$ cat src/rtl/thg_pkg.sv
// Package: shared sizes and the phase type of the threshold gate.
// Assumes weights fit in W_WT-bit two's complement, so a magnitude fits in
// W_WT unsigned bits, and that eight or fewer inputs keep sums small.
package thg_pkg;
    parameter int unsigned N_IN  = 8;
    parameter int unsigned W_WT  = 5;
    parameter int unsigned W_THR = 6;

    localparam int unsigned MAG_W = W_WT;
    localparam int unsigned SUM_W = MAG_W + $clog2(N_IN);
    localparam int unsigned CMP_W = SUM_W + W_THR;

    typedef enum logic {
        PH_IDLE = 1'b0,
        PH_EVAL = 1'b1
    } phase_t;
endpackage

$ cat src/rtl/thg_term.sv
// Module: one weighted input term.
// Routes the weight of an active input to the load side (non-negative
// weight) or its magnitude to the driver side (negative weight).
// Assumes W_WT-bit two's complement; -2^(W_WT-1) maps to magnitude 2^(W_WT-1).
module thg_term #(
    parameter int unsigned W_WT = 5
) (
    input  logic                   bit_in,
    input  logic [W_WT-1:0]        wt,
    output logic [W_WT-1:0]        load_mag,
    output logic [W_WT-1:0]        drv_mag
);
    logic neg;

    // Split the term by the sign of its weight.
    always_comb begin
        neg      = wt[W_WT-1];
        load_mag = (bit_in && !neg) ? wt : '0;
        drv_mag  = (bit_in && neg) ? (~wt + 1'b1) : '0;
    end
endmodule

$ cat src/rtl/thg_adder.sv
// Module: unsigned sum of N magnitudes.
// Assumes SUM_W holds N * 2^(MAG_W-1) without wrap.
module thg_adder #(
    parameter int unsigned N     = 8,
    parameter int unsigned MAG_W = 5,
    parameter int unsigned SUM_W = 8
) (
    input  logic [N*MAG_W-1:0] mags,
    output logic [SUM_W-1:0]   sum
);
    // Accumulate every magnitude at full sum width.
    always_comb begin
        sum = '0;
        for (int i = 0; i < N; i++) begin
            sum = sum + SUM_W'(mags[i*MAG_W +: MAG_W]);
        end
    end
endmodule

$ cat src/rtl/thg_compare.sv
// Module: half-step threshold comparator.
// Computes margin = 2*load - 2*driver - (hi + lo) and fires when it is
// positive. Flags the bound pair as bad when hi - lo is not exactly one.
// Assumes CMP_W exceeds both SUM_W + 2 and W_THR + 1.
module thg_compare #(
    parameter int unsigned SUM_W = 8,
    parameter int unsigned W_THR = 6,
    parameter int unsigned CMP_W = 14
) (
    input  logic [SUM_W-1:0]         load_sum,
    input  logic [SUM_W-1:0]         drv_sum,
    input  logic [W_THR-1:0]         hi,
    input  logic [W_THR-1:0]         lo,
    output logic signed [CMP_W-1:0]  margin,
    output logic                     fire,
    output logic                     cfg_bad
);
    logic signed [CMP_W-1:0] load_s;
    logic signed [CMP_W-1:0] drv_s;
    logic signed [CMP_W-1:0] hi_s;
    logic signed [CMP_W-1:0] lo_s;
    logic signed [W_THR:0]   gap;

    // Widen operands with the right extension.
    always_comb begin
        load_s = $signed({{(CMP_W-SUM_W){1'b0}}, load_sum});
        drv_s  = $signed({{(CMP_W-SUM_W){1'b0}}, drv_sum});
        hi_s   = $signed({{(CMP_W-W_THR){hi[W_THR-1]}}, hi});
        lo_s   = $signed({{(CMP_W-W_THR){lo[W_THR-1]}}, lo});
    end

    // Doubled comparison avoids the half step.
    always_comb begin
        margin = (load_s <<< 1) - (drv_s <<< 1) - (hi_s + lo_s);
        fire   = (margin > 0);
    end

    // Bound pair must be adjacent integers.
    always_comb begin
        gap     = $signed({hi[W_THR-1], hi}) - $signed({lo[W_THR-1], lo});
        cfg_bad = (gap != (W_THR+1)'(1));
    end
endmodule

$ cat src/rtl/thg_gate.sv
// Module: clocked weighted threshold gate (top).
// A start strobe in idle captures inputs, weights and bounds. The following
// cycle evaluates the captured copy, latches q and cfg_err and pulses done.
// Results hold until the next evaluation. Synchronous active-low reset.
module thg_gate
    import thg_pkg::*;
#(
    parameter int unsigned P_N_IN  = N_IN,
    parameter int unsigned P_W_WT  = W_WT,
    parameter int unsigned P_W_THR = W_THR
) (
    input  logic                       clk,
    input  logic                       rst_n,
    input  logic [P_N_IN-1:0]          in_bits,
    input  logic [P_N_IN*P_W_WT-1:0]   weights,
    input  logic [P_W_THR-1:0]         thr_hi,
    input  logic [P_W_THR-1:0]         thr_lo,
    input  logic                       start,
    output logic                       q,
    output logic                       done,
    output logic                       cfg_err
);
    localparam int unsigned L_SUM_W = P_W_WT + $clog2(P_N_IN);
    localparam int unsigned L_CMP_W = L_SUM_W + P_W_THR;

    phase_t                       phase;
    logic [P_N_IN-1:0]            cap_bits;
    logic [P_N_IN*P_W_WT-1:0]     cap_wts;
    logic [P_W_THR-1:0]           cap_hi;
    logic [P_W_THR-1:0]           cap_lo;
    logic [P_N_IN*P_W_WT-1:0]     load_mags;
    logic [P_N_IN*P_W_WT-1:0]     drv_mags;
    logic [L_SUM_W-1:0]           load_sum;
    logic [L_SUM_W-1:0]           drv_sum;
    logic signed [L_CMP_W-1:0]    margin;
    logic                         fire;
    logic                         cfg_bad;
    logic                         accept;

    assign accept = (phase == PH_IDLE) && start;

    // Phase sequencer: idle, then a single evaluate cycle.
    always_ff @(posedge clk) begin
        if (!rst_n) begin
            phase <= PH_IDLE;
        end else if (accept) begin
            phase <= PH_EVAL;
        end else begin
            phase <= PH_IDLE;
        end
    end

    // Capture inputs on an accepted strobe; frozen otherwise.
    always_ff @(posedge clk) begin
        if (!rst_n) begin
            cap_bits <= '0;
            cap_wts  <= '0;
            cap_hi   <= '0;
            cap_lo   <= '0;
        end else if (accept) begin
            cap_bits <= in_bits;
            cap_wts  <= weights;
            cap_hi   <= thr_hi;
            cap_lo   <= thr_lo;
        end
    end

    // Per-input term splitters.
    for (genvar gi = 0; gi < P_N_IN; gi++) begin : g_term
        thg_term #(.W_WT(P_W_WT)) u_term (
            .bit_in   (cap_bits[gi]),
            .wt       (cap_wts[gi*P_W_WT +: P_W_WT]),
            .load_mag (load_mags[gi*P_W_WT +: P_W_WT]),
            .drv_mag  (drv_mags[gi*P_W_WT +: P_W_WT])
        );
    end

    thg_adder #(.N(P_N_IN), .MAG_W(P_W_WT), .SUM_W(L_SUM_W)) u_load_add (
        .mags (load_mags),
        .sum  (load_sum)
    );

    thg_adder #(.N(P_N_IN), .MAG_W(P_W_WT), .SUM_W(L_SUM_W)) u_drv_add (
        .mags (drv_mags),
        .sum  (drv_sum)
    );

    thg_compare #(.SUM_W(L_SUM_W), .W_THR(P_W_THR), .CMP_W(L_CMP_W)) u_cmp (
        .load_sum (load_sum),
        .drv_sum  (drv_sum),
        .hi       (cap_hi),
        .lo       (cap_lo),
        .margin   (margin),
        .fire     (fire),
        .cfg_bad  (cfg_bad)
    );

    // Latch the resolved state at the end of the evaluate cycle.
    always_ff @(posedge clk) begin
        if (!rst_n) begin
            q       <= 1'b0;
            done    <= 1'b0;
            cfg_err <= 1'b0;
        end else begin
            done <= (phase == PH_EVAL);
            if (phase == PH_EVAL) begin
                cfg_err <= cfg_bad;
                q       <= fire && !cfg_bad;
            end
        end
    end

    // done lasts exactly one cycle.
    p_done_pulse_r7: assert property (@(posedge clk) disable iff (!rst_n)
        done |=> !done);

    // done only follows an evaluate cycle.
    p_done_after_eval_r7: assert property (@(posedge clk) disable iff (!rst_n)
        done |-> $past(phase == PH_EVAL));

    // captured operands stay frozen through evaluation.
    p_capture_frozen_r8: assert property (@(posedge clk) disable iff (!rst_n)
        (phase == PH_EVAL) |=> ($stable(cap_bits) && $stable(cap_wts)
                                && $stable(cap_hi) && $stable(cap_lo)));

    // results change only together with done.
    p_hold_r9: assert property (@(posedge clk) disable iff (!rst_n)
        !done |-> ($stable(q) && $stable(cfg_err)));

    // a bad bound pair never yields a high output.
    p_cfg_forces_low_r10: assert property (@(posedge clk) disable iff (!rst_n)
        cfg_err |-> !q);

    // adjacent bounds make a tie impossible.
    p_no_tie_r4: assert property (@(posedge clk) disable iff (!rst_n)
        ((phase == PH_EVAL) && !cfg_bad) |-> (margin != 0));
endmodule

$ cat config.mk
export PLATFORM = sky130hd
export DESIGN_NAME = thg_gate
export DESIGN_NICKNAME = d
export VERILOG_FILES = /design/src/rtl/thg_pkg.sv /design/src/rtl/thg_term.sv /design/src/rtl/thg_adder.sv /design/src/rtl/thg_compare.sv /design/src/rtl/thg_gate.sv
export SDC_FILE = /design/constraint.sdc
export NUM_CORES = 1
export LEC_CHECK = 0
export ABC_CLOCK_PERIOD_IN_PS = 9200
export BUFFER_PORTS_ARGS = -buffer_cell sky130_fd_sc_hd__buf_2
export CORE_ASPECT_RATIO = 0.5
export CORE_MARGIN = 4
export CORE_UTILIZATION = 60
export CTS_CLUSTER_SIZE = 20
export DETAILED_ROUTE_END_ITERATION = 8
export PLACE_DENSITY = 0.88
export SLEW_MARGIN = 20
export SYNTH_ARGS = -nofsm -noshare
export SYNTH_HDL_FRONTEND = slang
export SYNTH_HIERARCHICAL = 1
export SYNTH_SLANG_ARGS = --single-unit
$ cat constraint.sdc
create_clock -name clk -period 9.2 [get_ports clk]
set_input_delay 0 -clock clk [delete_from_list [all_inputs] [get_ports clk]]
set_output_delay 0 -clock clk [all_outputs]
set_load 0.02 [all_outputs]
==> results.txt <==
- The run finished with clean final reports.
- Wirelength per Cell: 15.6 um
- Root buffer cell: clkbuf_16
- The worst setup path is captured at a flip-flop.
- In the routed design, unresolved DRC markers number 0.
- The detail route stage leaves a number of antenna-violating nets equal to 0.
* First-pass GRT wire length: 27.1 mm
- Counting stages on the worst path, the most repeated cell is inv_1.
* Worst stage delay on the critical path: 540 ps
- The initial antenna violation count came to 0.
* Final setup vio count: 0
- Once the floorplan was initialized, standard cells occupied 61.3% of the core.
* Kind of start point of the critical path: flip-flop
* Number of iterations in the first detailed-routing pass: 5
- For this design the static power due to leakage is 0.00370 uW.
- Register share of total power: 23.0%
* Bufs on Longest Clock Path: 2
* Die height: 82.9 um
* Maximum vdd drop: 0.131 mV
* Maxcap violations: 0
- Part of the power in the clock network: 27.0%
* Detail Placement HPWL: 11.5 mm
- The number of antenna diodes in the final layout is 0.
* Setup repair after global routing missed its margin: false
* Number of hold-slack violations in the final timing report: 0
- Post-Syn Area: 6730 sq um
- The number of clock buffers added by TritonCTS is 9.
- Synthesis-to-finish area growth: 17.6%
* Worst setup slack after placement: 2160 ps
* Number of cells produced by synthesis: 786
- Internal power of the cells: 862 uW
- Along the worst path, the maximum fanout reaches 5.
- In this run switching power makes up 38.1% of total power.
* Max-Slew Margin vs Limit: 30.7%
- Arrival time reported for the critical path endpoint: 7540 ps
- After clock tree synthesis, the clock-pin slew on the worst setup and hold paths is 60 ps.
- Clock latency of the later-clocked register in the worst-skew pair: 340 ps
* Final worst setup slack: 1880 ps
- Final estimated routing congestion in global placement: 0.952
- Synth Warn #: 6
- In this run the worst hold path is classified as input port to flip-flop.
- Number of DRC markers after the initial detailed-route iteration: 311
* Clk_skew: 12.4 ps
* Max Freq: 137 MHz
- The floorplan step defined a core boundary enclosing 11,000 sq um.
* Power density over the cells: 176 nW/um^2
- The number of pins exceeding their max-slew limit in the final report was 0.
* Mean instance size in the synthesized netlist: 8.57 sq um
* Clock Sink Count: 64
- Die Area: 13,100 sq um
- Number of core rows: 27
* Via Count: 5,450
* Net count, final: 1,080
- Share of the cycle needed by the critical path after routing: 79.5%
- CP Class: flip-flop to flip-flop
* Combined global-route utilization of all metal layers: 25.9%
- Pin placement for this block handled 66 I/O pins.
* Vias in the first global route: 5,738
- For this block, the routed nets add up to 16.3 mm of wire.
- In this run the power spent charging and discharging nets is 531 uW.
* GRT Residual Overflow: 0
- In this run the tool buffered the top-level ports with 65 buffer cells.
- For the worst setup path, the data required time is 9420 ps.
* Combinational Power Share: 50.0%
* Horizontal die dimension: 158 um
- For the pin with the worst max-slew slack, the measured transition is 1040 ps.
- TritonCTS clock tree: done
- Slowest cell on the critical path: fa_1
- Post-CTS repair timing setup buffer count: 0
- In the final layout, the share of cells above drive strength 1 is 11.1%.
* Post-cts hold buffer count: 60
* Maximum number of pins on one net before global-route repair: 70
* CTS H-Tree Depth: 3
- Dividing the detail-routed via count by the number of cells gives 5.22.
- Total Neg Setup Slack: 0 ps
- PostCTS Resize Cnt: 0
- Synthesized netlist net count: 971
- Clock period minus worst slack: 7320 ps
## power groups by stage
stage	clock network, uW	logic (uW)	registers (uW)
after floorplan	0	543	317
after global placement	0	611	323
after detailed placement	0	645	325
after CTS	377	681	319
after global routing	395	767	323
final	376	697	320
## critical path: cells and delay by family (launching register included)
kind	cells	cell delay, ps
flip-flops	1	470
AO/OA/AOI/OAI	6	1090
adder cells (fa/ha/maj)	10	4090
AND/OR/NAND/NOR	5	630
buffers and inverters	7	430
XOR/XNOR	3	510
## cell type report
cell class / instances / area (sq um)
flip-flops and latches: 64 / 1280
clock buffers: 13 / 250
clock inverters: 3 / 65.1
fillers: 741 / 3060
multi-input cells: 535 / 4600
well taps: 145 / 181
inverters: 158 / 593
repair buffers: 127 / 943
## final timing paths
path / startpoint / end / slack (ps) / cells past startpoint
max: cap_wts[10]$_SDFFE_PN0P_ / q$_SDFFE_PN0P_ / 1880 / 31
min: rst_n / cap_wts[4]$_SDFFE_PN0P_ / 170 / 3
max reg2reg: cap_wts[10]$_SDFFE_PN0P_ / q$_SDFFE_PN0P_ / 1880 / 31
min reg2reg: cap_hi[0]$_SDFFE_PN0P_ / cap_hi[0]$_SDFFE_PN0P_ / 460 / 2
## flip-flops by register name, summed over array words and instances (netlist names)
| name | cells |
|---|---|
| done | 1 |
| cap_hi | 6 |
| cap_bits | 8 |
| q | 1 |
| cfg_err | 1 |
| cap_wts | 40 |
| cap_lo | 6 |
| phase | 1 |
## routing by layer
layer  wire (um)  up-vias  part of all wire, %  global-route usage (%)
met5           0        -                    0                       0
met4         427        0                  2.6                    9.29
met3        1240       39                  7.6                    8.38
met2        7680      189                   47                    42.2
met1        6920     2590                   43                    32.2
li1            -     2632                    -                       -
## stage by stage
| stage | cell area, sq um | cells | util (%) | hold WS [ps] | total power [uW] |
|---|---|---|---|---|---|
| after floorplan | 6730 | 786 | - | 142 | 860 |
| after global placement | 7000 | 969 | 63.7 | 246 | 934 |
| after detailed placement | 7000 | 969 | 63.7 | 254 | 969 |
| after CTS | 7920 | 1045 | 72.1 | 169 | 1380 |
| after global routing | 7920 | 1045 | 72.1 | 207 | 1490 |
| final | 7920 | 1045 | 72.1 | 173 | 1390 |
## placed cells by master, fill, tap and decap left out, types with 2 or more instances in the layout
| master | count |
|---|---|
| a211o_1 | 2 |
| a21o_1 | 5 |
| a21oi_1 | 11 |
| a31oi_1 | 3 |
| and2_1 | 25 |
| and2_2 | 9 |
| and2b_1 | 8 |
| and3_1 | 8 |
| buf_2 | 64 |
| buf_4 | 3 |
| bufinv_16 | 2 |
| clkbuf_1 | 3 |
| clkbuf_16 | 9 |
| conb_1 | 8 |
| dfxtp_1 | 64 |
| dlygate4sd3_1 | 60 |
| fa_1 | 69 |
| ha_1 | 53 |
| inv_1 | 158 |
| mux2i_1 | 61 |
| nand2_1 | 131 |
| nand2b_1 | 4 |
| nor2_1 | 33 |
| nor2b_1 | 4 |
| nor3_1 | 15 |
| nor4_1 | 8 |
| nor4b_1 | 8 |
| o211ai_1 | 2 |
| o21ai_0 | 7 |
| o21ai_2 | 3 |
| o31a_1 | 9 |
| or2_2 | 2 |
| xnor2_1 | 12 |
| xor2_1 | 16 |
No activity file was read; power rests on OpenSTA's default activity.
